**src/rtl/adc_seq_pkg.sv**
```systemverilog
package adc_seq_pkg;

    localparam int PH_W = 11;

    typedef logic [PH_W-1:0] ph_len_t;

    // step = comparison length divided by the ten bit decisions
    typedef struct packed {
        ph_len_t smp;
        ph_len_t step;
        ph_len_t ext;
    } phase_set_t;

    typedef enum logic [2:0] {
        ST_CAL,
        ST_IDLE,
        ST_SMP,
        ST_CMP,
        ST_EXT
    } seq_st_t;

    function automatic phase_set_t code_to_phases(input logic [3:0] code);
        phase_set_t p;
        case (code)
            4'b0001: p = '{smp: 11'd140,  step: 11'd28,  ext: 11'd16};
            4'b0010: p = '{smp: 11'd200,  step: 11'd28,  ext: 11'd52};
            4'b0011: p = '{smp: 11'd400,  step: 11'd28,  ext: 11'd44};
            4'b1100: p = '{smp: 11'd240,  step: 11'd12,  ext: 11'd52};
            4'b1101: p = '{smp: 11'd280,  step: 11'd56,  ext: 11'd28};
            4'b1110: p = '{smp: 11'd400,  step: 11'd56,  ext: 11'd100};
            4'b1111: p = '{smp: 11'd800,  step: 11'd56,  ext: 11'd52};
            4'b1000: p = '{smp: 11'd480,  step: 11'd96,  ext: 11'd100};
            4'b1001: p = '{smp: 11'd560,  step: 11'd112, ext: 11'd52};
            4'b1010: p = '{smp: 11'd800,  step: 11'd112, ext: 11'd196};
            4'b1011: p = '{smp: 11'd1600, step: 11'd112, ext: 11'd164};
            default: p = '{smp: 11'd120,  step: 11'd24,  ext: 11'd28};
        endcase
        return p;
    endfunction

endpackage

```
**src/rtl/adc_seq_tmap.sv**
```systemverilog
module adc_seq_tmap
    import adc_seq_pkg::*;
(
    input  logic [3:0]  code_i,
    output phase_set_t  phases_o
);
    // reserved 01xx codes fall through to the 0000 timing in the default arm
    always_comb begin
        phases_o = code_to_phases(code_i);
    end
endmodule

```
**src/rtl/adc_seq_chsel.sv**
```systemverilog
module adc_seq_chsel #(
    parameter int CH_W  = 4,
    parameter int ALT_W = 3
) (
    input  logic [CH_W-1:0] ch_i,
    input  logic            alt_i,
    output logic [CH_W-1:0] ch_o
);
    localparam logic [CH_W-1:0] ALT_MASK = CH_W'((1 << ALT_W) - 1);

    generate
        if (ALT_W >= CH_W) begin : g_full
            always_comb ch_o = ch_i;
        end else begin : g_mask
            always_comb ch_o = alt_i ? (ch_i & ALT_MASK) : ch_i;
        end
    endgenerate
endmodule

```
**src/rtl/adc_seq_sar.sv**
```systemverilog
module adc_seq_sar #(
    parameter int RES_W = 10
) (
    input  logic             clk,
    input  logic             rst_n,
    input  logic             load_i,
    input  logic             step_i,
    input  logic             cmp_i,
    output logic [RES_W-1:0] code_o,
    output logic             last_o
);
    localparam logic [RES_W-1:0] MSB_ONLY = {1'b1, {(RES_W-1){1'b0}}};

    typedef struct packed {
        logic [RES_W-1:0] sar;
        logic [RES_W-1:0] ptr;
    } sar_regs_t;

    sar_regs_t q, d;

    always_comb begin
        d = q;
        if (load_i) begin
            d.sar = MSB_ONLY;
            d.ptr = MSB_ONLY;
        end else if (step_i) begin
            d.sar = cmp_i ? q.sar : (q.sar & ~q.ptr);
            d.ptr = q.ptr >> 1;
            d.sar = d.sar | d.ptr;
        end
    end

    always_ff @(posedge clk or negedge rst_n) begin
        if (!rst_n) q <= '0;
        else        q <= d;
    end

    assign code_o = q.sar;
    assign last_o = q.ptr[0];

    // a fresh comparison begins with only the MSB on trial
    a_r5_load_msb: assert property (@(posedge clk) disable iff (!rst_n)
        load_i |=> (code_o == MSB_ONLY));

    // each decision leaves the bits above the trial bit untouched
    a_r5_upper_kept: assert property (@(posedge clk) disable iff (!rst_n)
        (step_i && !load_i && !cmp_i) |=> (code_o[RES_W-1] == $past(code_o[RES_W-1]) || $past(last_o) || $past(code_o) == MSB_ONLY));
endmodule

```
**src/rtl/adc_seq_ctrl.sv**
```systemverilog
module adc_seq_ctrl
    import adc_seq_pkg::*;
#(
    parameter int RES_W      = 10,
    parameter int CH_W       = 4,
    parameter int ALT_W      = 3,
    parameter int CAL_CYCLES = 40629
) (
    input  logic             clk,
    input  logic             rst_n,
    input  logic             start_i,
    input  logic [3:0]       tcode_i,
    input  logic [CH_W-1:0]  ch_i,
    input  logic             port_alt_i,
    input  logic             adc_off_i,
    input  logic             ack_i,
    input  logic             cmp_i,
    output logic             busy_o,
    output logic             irq_o,
    output logic             sampling_o,
    output logic [RES_W-1:0] dac_o,
    output logic [CH_W-1:0]  mux_ch_o,
    output logic             mux_alt_o,
    output logic             pwr_dn_o,
    output logic [RES_W-1:0] result_o,
    output logic [CH_W-1:0]  result_ch_o
);
    localparam int CAL_W = (CAL_CYCLES > 1) ? $clog2(CAL_CYCLES) : 1;
    localparam logic [CAL_W-1:0] CAL_LAST = CAL_W'(CAL_CYCLES - 1);

    typedef struct packed {
        seq_st_t          st;
        ph_len_t          cnt;
        logic [CAL_W-1:0] cal;
        phase_set_t       ph;
        logic [CH_W-1:0]  ch;
        logic             alt;
        logic             irq;
        logic [RES_W-1:0] res;
        logic [CH_W-1:0]  res_ch;
    } ctl_regs_t;

    ctl_regs_t q, d;

    phase_set_t       ph_sel;
    logic [CH_W-1:0]  ch_masked;
    logic [RES_W-1:0] sar_code;
    logic             sar_last;
    logic             sar_load;
    logic             sar_step;
    logic             done;

    adc_seq_tmap u_tmap (
        .code_i   (tcode_i),
        .phases_o (ph_sel)
    );

    adc_seq_chsel #(.CH_W(CH_W), .ALT_W(ALT_W)) u_chsel (
        .ch_i  (ch_i),
        .alt_i (port_alt_i),
        .ch_o  (ch_masked)
    );

    adc_seq_sar #(.RES_W(RES_W)) u_sar (
        .clk    (clk),
        .rst_n  (rst_n),
        .load_i (sar_load),
        .step_i (sar_step),
        .cmp_i  (cmp_i),
        .code_o (sar_code),
        .last_o (sar_last)
    );

    always_comb begin
        d        = q;
        sar_load = 1'b0;
        sar_step = 1'b0;
        done     = 1'b0;
        case (q.st)
            ST_CAL: begin
                if (q.cal == CAL_LAST) begin
                    d.st = ST_IDLE;
                    done = 1'b1;
                end else begin
                    d.cal = q.cal + 1'b1;
                end
            end
            ST_IDLE: begin
                if (start_i && !adc_off_i) begin
                    d.st  = ST_SMP;
                    d.cnt = '0;
                    d.ph  = ph_sel;
                    d.ch  = ch_masked;
                    d.alt = port_alt_i;
                end
            end
            ST_SMP: begin
                if (q.cnt == q.ph.smp - 1'b1) begin
                    d.st     = ST_CMP;
                    d.cnt    = '0;
                    sar_load = 1'b1;
                end else begin
                    d.cnt = q.cnt + 1'b1;
                end
            end
            ST_CMP: begin
                if (q.cnt == q.ph.step - 1'b1) begin
                    sar_step = 1'b1;
                    d.cnt    = '0;
                    if (sar_last) d.st = ST_EXT;
                end else begin
                    d.cnt = q.cnt + 1'b1;
                end
            end
            ST_EXT: begin
                if (q.cnt == q.ph.ext - 1'b1) begin
                    d.st     = ST_IDLE;
                    d.res    = sar_code;
                    d.res_ch = q.ch;
                    done     = 1'b1;
                end else begin
                    d.cnt = q.cnt + 1'b1;
                end
            end
            default: d.st = ST_IDLE;
        endcase
        if (done)       d.irq = 1'b1;
        else if (ack_i) d.irq = 1'b0;
    end

    always_ff @(posedge clk or negedge rst_n) begin
        if (!rst_n) begin
            q    <= '0;
            q.st <= ST_CAL;
        end else begin
            q <= d;
        end
    end

    assign busy_o      = (q.st != ST_IDLE);
    assign irq_o       = q.irq;
    assign sampling_o  = (q.st == ST_SMP);
    assign dac_o       = sar_code;
    assign mux_ch_o    = q.ch;
    assign mux_alt_o   = q.alt;
    assign pwr_dn_o    = adc_off_i;
    assign result_o    = q.res;
    assign result_ch_o = q.res_ch;

    // completion flag rises with the end of busy
    a_r6_irq_at_done: assert property (@(posedge clk) disable iff (!rst_n)
        $fell(busy_o) |-> irq_o);

    // the result only moves on the completion edge
    a_r6_result_hold: assert property (@(posedge clk) disable iff (!rst_n)
        !$fell(busy_o) |-> $stable(result_o));

    // nothing but completion ends a running sequence
    a_r7_busy_holds: assert property (@(posedge clk) disable iff (!rst_n)
        (busy_o && !done) |=> busy_o);

    // power-off keeps the idle sequencer idle
    a_r8_off_blocks: assert property (@(posedge clk) disable iff (!rst_n)
        (!busy_o && adc_off_i) |=> !busy_o);

    // alternate port never presents an upper channel bit
    a_r9_alt_mask: assert property (@(posedge clk) disable iff (!rst_n)
        mux_alt_o |-> (mux_ch_o[CH_W-1] == 1'b0));

    // flag is sticky until acknowledged
    a_r10_irq_sticky: assert property (@(posedge clk) disable iff (!rst_n)
        (irq_o && !ack_i) |=> irq_o);

    // acknowledge clears unless a completion coincides
    a_r10_ack_clears: assert property (@(posedge clk) disable iff (!rst_n)
        (ack_i && !done) |=> !irq_o);
endmodule

```
**config.mk**
```make
export PLATFORM = sky130hd
export DESIGN_NAME = adc_seq_ctrl
export DESIGN_NICKNAME = d
export VERILOG_FILES = /design/src/rtl/adc_seq_pkg.sv /design/src/rtl/adc_seq_tmap.sv /design/src/rtl/adc_seq_chsel.sv /design/src/rtl/adc_seq_sar.sv /design/src/rtl/adc_seq_ctrl.sv
export SDC_FILE = /design/constraint.sdc
export NUM_CORES = 1
export LEC_CHECK = 0
export BUFFER_PORTS_ARGS = -buffer_cell sky130_fd_sc_hd__buf_2
export CAP_MARGIN = 20
export CORE_ASPECT_RATIO = 0.8
export CORE_MARGIN = 10
export CORE_UTILIZATION = 40
export DETAILED_ROUTE_END_ITERATION = 8
export PLACE_DENSITY_LB_ADDON = 0.3
export SLEW_MARGIN = 20
export SYNTH_ARGS = -nofsm -noshare
export SYNTH_HDL_FRONTEND = slang
export SYNTH_SLANG_ARGS = --single-unit
```
**constraint.sdc**
```tcl
create_clock -name clk -period 3.3 [get_ports clk]
set_input_delay 0.33 -clock clk [delete_from_list [all_inputs] [get_ports clk]]
set_output_delay 0.33 -clock clk [all_outputs]
set_load 0.1 [all_outputs]
```
Word level (Yosys, flattened, before mapping). Memories as Yosys holds them, arrays and structs flattened. A register that Yosys moved wholly into a read port is not among the register bits. Cells that the tools add are included.

Bits in registers: 103. Bits in read-only memories: 320. Input bits: 15. Logic and storage cells: 75. Memories: 1.

Memories: (name not given) (words 16, bits a word 20, read ports 1, clocked after memory_dff 1, wr ports 0, line adc_seq_pkg.sv:24) `case (code)`.

Add/sub/neg operators: 5. Equality and inequality tests: 16. Mux-type cells: 24. Bitwise logic cells: 4. Reduce and logical (&&, ||, !) cells: 12.

Operators by type and width (count): 11-bit one-hot mux with 4 select lines (1); 20-bit two-way mux (2); 11-bit equality test (3); 11-bit two-way mux (3); 11-bit by 1-bit subtractor with 11-bit output, second input constant (3); 16-bit by 1-bit adder with 16-bit output, second input constant (1); 16-bit equality test, second input constant (1); 3-bit two-way mux (5); 3-bit one-hot mux with 5 select lines (1); 14-bit two-way mux (1); 11-bit by 1-bit adder with 11-bit output, second input constant (1); 10-bit bitwise AND (1); 10-bit two-way mux (1); 2-bit != test, second input constant (5); 10-bit NOT (1); 10-bit by 9-bit OR with 10-bit output (1); 1-bit two-way mux (8); 3-bit by 2-bit equality test with 1-bit output, second input constant (2); 2-bit AND reduction (3); 6-bit AND reduction (1); 4-bit two-way mux (1); 2-bit by 1-bit != test with 1-bit output, second input constant (2); 2-bit nonzero test (2); 4-bit nonzero test (1); 9 further kinds (10).

Logic depth before layout (Yosys ltp).
Depth after elaboration: 6. Mapped depth: 12.

Hierarchy. From an unflattened synthesis, not the netlist that was laid out.

Cells, all modules: 637. Area, all modules: 6271.0 um^2.

By module, submodules not included: adc_seq_ctrl (times used 1, cells an instance 475, area an instance 4833.4 um^2, sequential area each 2077.0 um^2); adc_seq_sar (times used 1, cells an instance 86, area an instance 948.4 um^2, sequential area each 500.5 um^2); adc_seq_tmap (times used 1, cells an instance 72, area an instance 452.9 um^2, sequential area each 0.0 um^2); adc_seq_chsel (times used 1, cells an instance 4, area an instance 36.3 um^2, sequential area each 0.0 um^2).

Least setup slack after synthesis. OpenSTA, ideal clock, no wires.

Path kind: reg-to-reg. Start: register q[44] in the netlist's numbering. End: register u_sar.q (netlist bit u_sar.code_o[0]). Setup time: 120 ps. Arrival: 2370 ps. Path slack: 810 ps. Stages on the path, launching flop included: 8. Buffers on the path: 1. Period minus slack after synthesis: 2490 ps. Path through: dfrtp_1 > or4_4 > or3_1 > a211o_1 > nand4bb_1 > or3_1 > buf_6 > a31o_1.

Cells in the longest elaborated chain, start to end: 5. Elaborated cells between the ends (all ways): 6. Classes of those cells: add/sub (1); eq/ne (1); mux (3); reduce/logical (1).

Ends and longest elaborated chain: start: declaration (line adc_seq_ctrl.sv:43) `ctl_regs_t q, d;`; 11-bit by 1-bit subtractor with 11-bit output * (line adc_seq_ctrl.sv:98) `if (q.cnt == q.ph.smp - 1'b1) begin`; 11-bit equality test * (line adc_seq_ctrl.sv:98); 1-bit two-way mux * (line adc_seq_ctrl.sv:98); 1-bit two-way mux * (line adc_seq_ctrl.sv:79) `case (q.st)`; 20-bit two-way mux or 2-bit nonzero test (tied branches); end signal: assignment (line adc_seq_sar.sv:34) `if (!rst_n) q <= '0;`; end signal: assignment (line adc_seq_sar.sv:35) `else q <= d;`; end: declaration (line adc_seq_sar.sv:19) `sar_regs_t q, d;`.

Mark *: on every way between the ends. The rest lies on a longest branch, timed or not. A chain may end at the register's enable or synchronous reset.

Worst setup path after layout.
Start: register q[33] in the netlist's numbering. End: register u_sar.q (netlist bit u_sar.code_o[2]).

Cells in the longest elaborated chain, start to end: 5.

Ends and longest elaborated chain: 11-bit by 1-bit subtractor with 11-bit output (line adc_seq_ctrl.sv:107) `if (q.cnt == q.ph.step - 1'b1) begin`; 11-bit equality test (line adc_seq_ctrl.sv:107); 1-bit two-way mux (line adc_seq_ctrl.sv:107); 1-bit two-way mux (line adc_seq_ctrl.sv:79); 2-bit nonzero test (no line).

No other way between the ends.

==> impl_results.md <==
* VDD IR max at 513 uV
* Multi-input logic area at 0.00245 mm2
* Met3 Usage GRT at 3.32%
* Storage cell area at 0.00225 mm2
* Pin count of the biggest net entering global routing at 63
* CORE AREA at 0.0124 mm2
* PortBufs at 47
* R2R depth at 11
* Netlist area before placement at 0.00514 mm2
* Grt ovf at 0
* Setup TNS at 0 ns
* Avg Vias per Cell at 5.19
* Post_cts resized at 0
* Sequential area share after synthesis at 43.8%
* Initial antenna violation count at 0
* Diodes inserted at 0
* CTS Root Cell: clkbuf_16
* Vias at 3786
* Hold buffers post-CTS at 0
* Syn Inst Count at 547
* Setup crit start kind: register
* Boundary pin count at 48
* H-Tree Level Count at 3
* Met2 usage in global routing at 20.1%
* Relative slew margins at 46.7%
* TritonRoute pass-1 iters at 4
* RSZ-0062 raised after global routing: no
* Remaining DRCs at 0
* Area grow syn2layout at 8.37%
* First-pass GRT wire length at 18.8 mm
* Initial Util at 41.5%
* Die area at 0.0178 mm2
* Fin crit share at 89.9%
* Hold Vio Cnt, Final at 0
* DP Wirelength at 8.00 mm
* CTS sink cnt at 90
* Syn_nets at 575
* Leading cell type in the layout, fill and taps excluded: dfrtp_1
* Synth Flop Type: dfrtp_1
* Ys Warns at 0
* RD Place Congestion at 0.829
* Gr busiest metal: met2
* Routed Antenna Nets at 0
* CTS buffer count at 9
* Final-report setup violation count at 0
* WL final at 11.0 mm
* Worst-path maximum fanout at 11
* Fillers at 1182
* CTS tree: built
* Status: finished clean
* R2R Path Start: q[33]$_DFFE_PN0P_
* Mean routed wirelength per cell at 15.1 um
* Crit path DAT at 3.20 ns
* Final hold slack at 0.0638 ns
* #FFs+latches synth at 90
* Critical Path RT at 3.53 ns
* Fmax at 337 MHz
* Setup slack, reg-to-reg at 0.33 ns
* Asr flop ratio synth at 100%
* Leading cell types in the layout, fill and taps excluded: 90 x dfrtp_1, 59 x nand2_1, 46 x buf_2, 36 x nor2_1, 30 x o21ai_0
* CTS max path bufs at 2
* Max Cap Viol at 0
* Hold WC Path Type: in -> async
* Pwr per Cell Area at 715 mW/mm2
* Row cnt at 36
* Setup bufs post-CTS at 0
* Die W at 147 um
* Worst-Margin Slew at 0.800 ns
* Pleak at 2.63 nW
* Iteration-0 DRC Markers at 168
* Yosys cell types at 61
* Slowest stage delay, CP at 0.42 ns
* Critical Path End Type: register
* Clock skew at 0.00845 ns
* Worst skew pair latency at 0.34 ns
* Nets at 583
* Met1 usage at 16.0%
* EDFF count, synth at 0
* Final core occ at 45.0%
* Slew Limit Fails at 0
* Average cell area after synthesis at 9.40 um2
* Vias in the first global route at 3908
* Critical path type: reg -> reg
* Critical-path cell list: inv_1, ha_1, nor3b_1, ha_1, xor2_1, nand2_1, a211oi_2, and4bb_2, and2b_1, nand2_1, a31o_1
* Gr usage total at 12.6%
* Worst-path clk slew at 0.06 ns
* Share of layout cells above drive strength 1 at 16.6%
* CP max stage cell: and4bb_2
* FF-to-FF End: u_sar.code_o[2]$_DFFE_PN0P_
* Min Tclk post-route at 2.97 ns
* Die Ht at 121 um
## power by group
group          internal [mW]  total, mW  leakage, nW  switching (mW)
Clock                  0.509      0.941        0.136           0.432
Combinational          0.558       1.40         1.30           0.842
Sequential              1.31       1.64         1.19           0.336
Total                   2.38       3.99         2.63            1.61
## registers in the layout, indices dropped and copies added (netlist names)
signal and cells:
u_sar.last_o 1, result_o 10, result_ch_o 4, irq_o 1, mux_ch_o 4, u_sar.q 9
mux_alt_o 1, q 50, u_sar.code_o 10
## Yosys cell counts (4+ instances only)
cell / instances / share of area [%]
buf_2: 5 / 0.49
a31o_1: 7 / 1.2
a31oi_1: 5 / 0.61
or3_1: 6 / 0.73
and3_1: 12 / 1.5
a21oi_1: 12 / 1.2
o2bb2ai_1: 4 / 0.68
xor2_1: 16 / 2.7
nor2b_1: 8 / 0.97
nor3_1: 16 / 1.6
nand3_1: 16 / 1.6
a21o_1: 4 / 0.58
mux2i_1: 8 / 1.6
clkbuf_1: 21 / 1.5
o21a_1: 4 / 0.58
o211ai_1: 4 / 0.58
o21ai_0: 30 / 2.9
nor2_1: 36 / 2.6
nand2b_1: 12 / 1.5
xnor2_1: 27 / 4.6
o22ai_1: 5 / 0.61
ha_1: 13 / 3.2
dfrtp_1: 90 / 44
nand2_1: 59 / 4.3
inv_1: 24 / 1.8
buf_4: 31 / 4.5
o221ai_1: 6 / 1.0
mux2_2: 14 / 3.1
and2_1: 9 / 1.1
## worst max-delay path, delay by kind of cell (launching register included)
kind,cells,cell delay (ns)
simple gates,5,1.17
compound gates,2,0.50
fa+ha+maj,2,0.48
flops,1,0.41
xor+xnor,1,0.18
buf+inv,1,0.10
## worst max path at each step
stage | endpoint | slack (ns) | cells past startpoint | start
after floorplan | u_sar.code_o[0]$_DFFE_PN0P_ | 0.81 | 7 | q[44]$_DFFE_PN0P_
after global placement | u_sar.code_o[4]$_DFFE_PN0P_ | 0.52 | 11 | q[33]$_DFFE_PN0P_
after detailed placement | u_sar.code_o[2]$_DFFE_PN0P_ | 0.35 | 11 | q[33]$_DFFE_PN0P_
after CTS | u_sar.code_o[2]$_DFFE_PN0P_ | 0.34 | 11 | q[33]$_DFFE_PN0P_
after global routing | u_sar.code_o[0]$_DFFE_PN0P_ | 0.06 | 11 | q[33]$_DFFE_PN0P_
final | u_sar.code_o[2]$_DFFE_PN0P_ | 0.33 | 11 | q[33]$_DFFE_PN0P_
## final cells by class
cell class / count / share of cell area (%)
Multi-Input combinational cell: 375 / 44.0
Sequential cell: 90 / 40.4
Timing Repair Buffer: 55 / 5.34
Clock buffer: 9 / 4.04
Tap cell: 171 / 3.84
Inverter: 24 / 1.62
Clock inverter: 6 / 0.741
## per-layer routing
metal / routed length (um) / vias up
met2: 4990 / 76
met5: 0 / -
li1: - / 1878
met1: 5240 / 1820
met4: 193 / 0
met3: 561 / 12
## logic make-up after synthesis
| family | Yosys count | share of synthesized area, % |
|---|---|---|
| AOI/OAI and AO/OA | 97 | 12.7 |
| muxes | 22 | 4.62 |
| adders and majority gates | 13 | 3.16 |
| and+or+nand+nor | 200 | 19.8 |
| xor gates and xnor gates | 43 | 7.32 |
| buffers and inverters | 82 | 8.52 |
| DFF | 90 | 43.8 |
## metrics by stage
step	setup WS [ns]	total power, mW	cells	area (um2)
floorplan	0.810	2.76	547	5140
global placement	0.517	3.01	715	5310
detailed placement	0.353	3.06	715	5310
CTS	0.335	4.01	730	5570
global route	0.0599	4.25	730	5570
finish	0.333	3.99	730	5570
No activity file was read; power rests on OpenSTA's default activity.
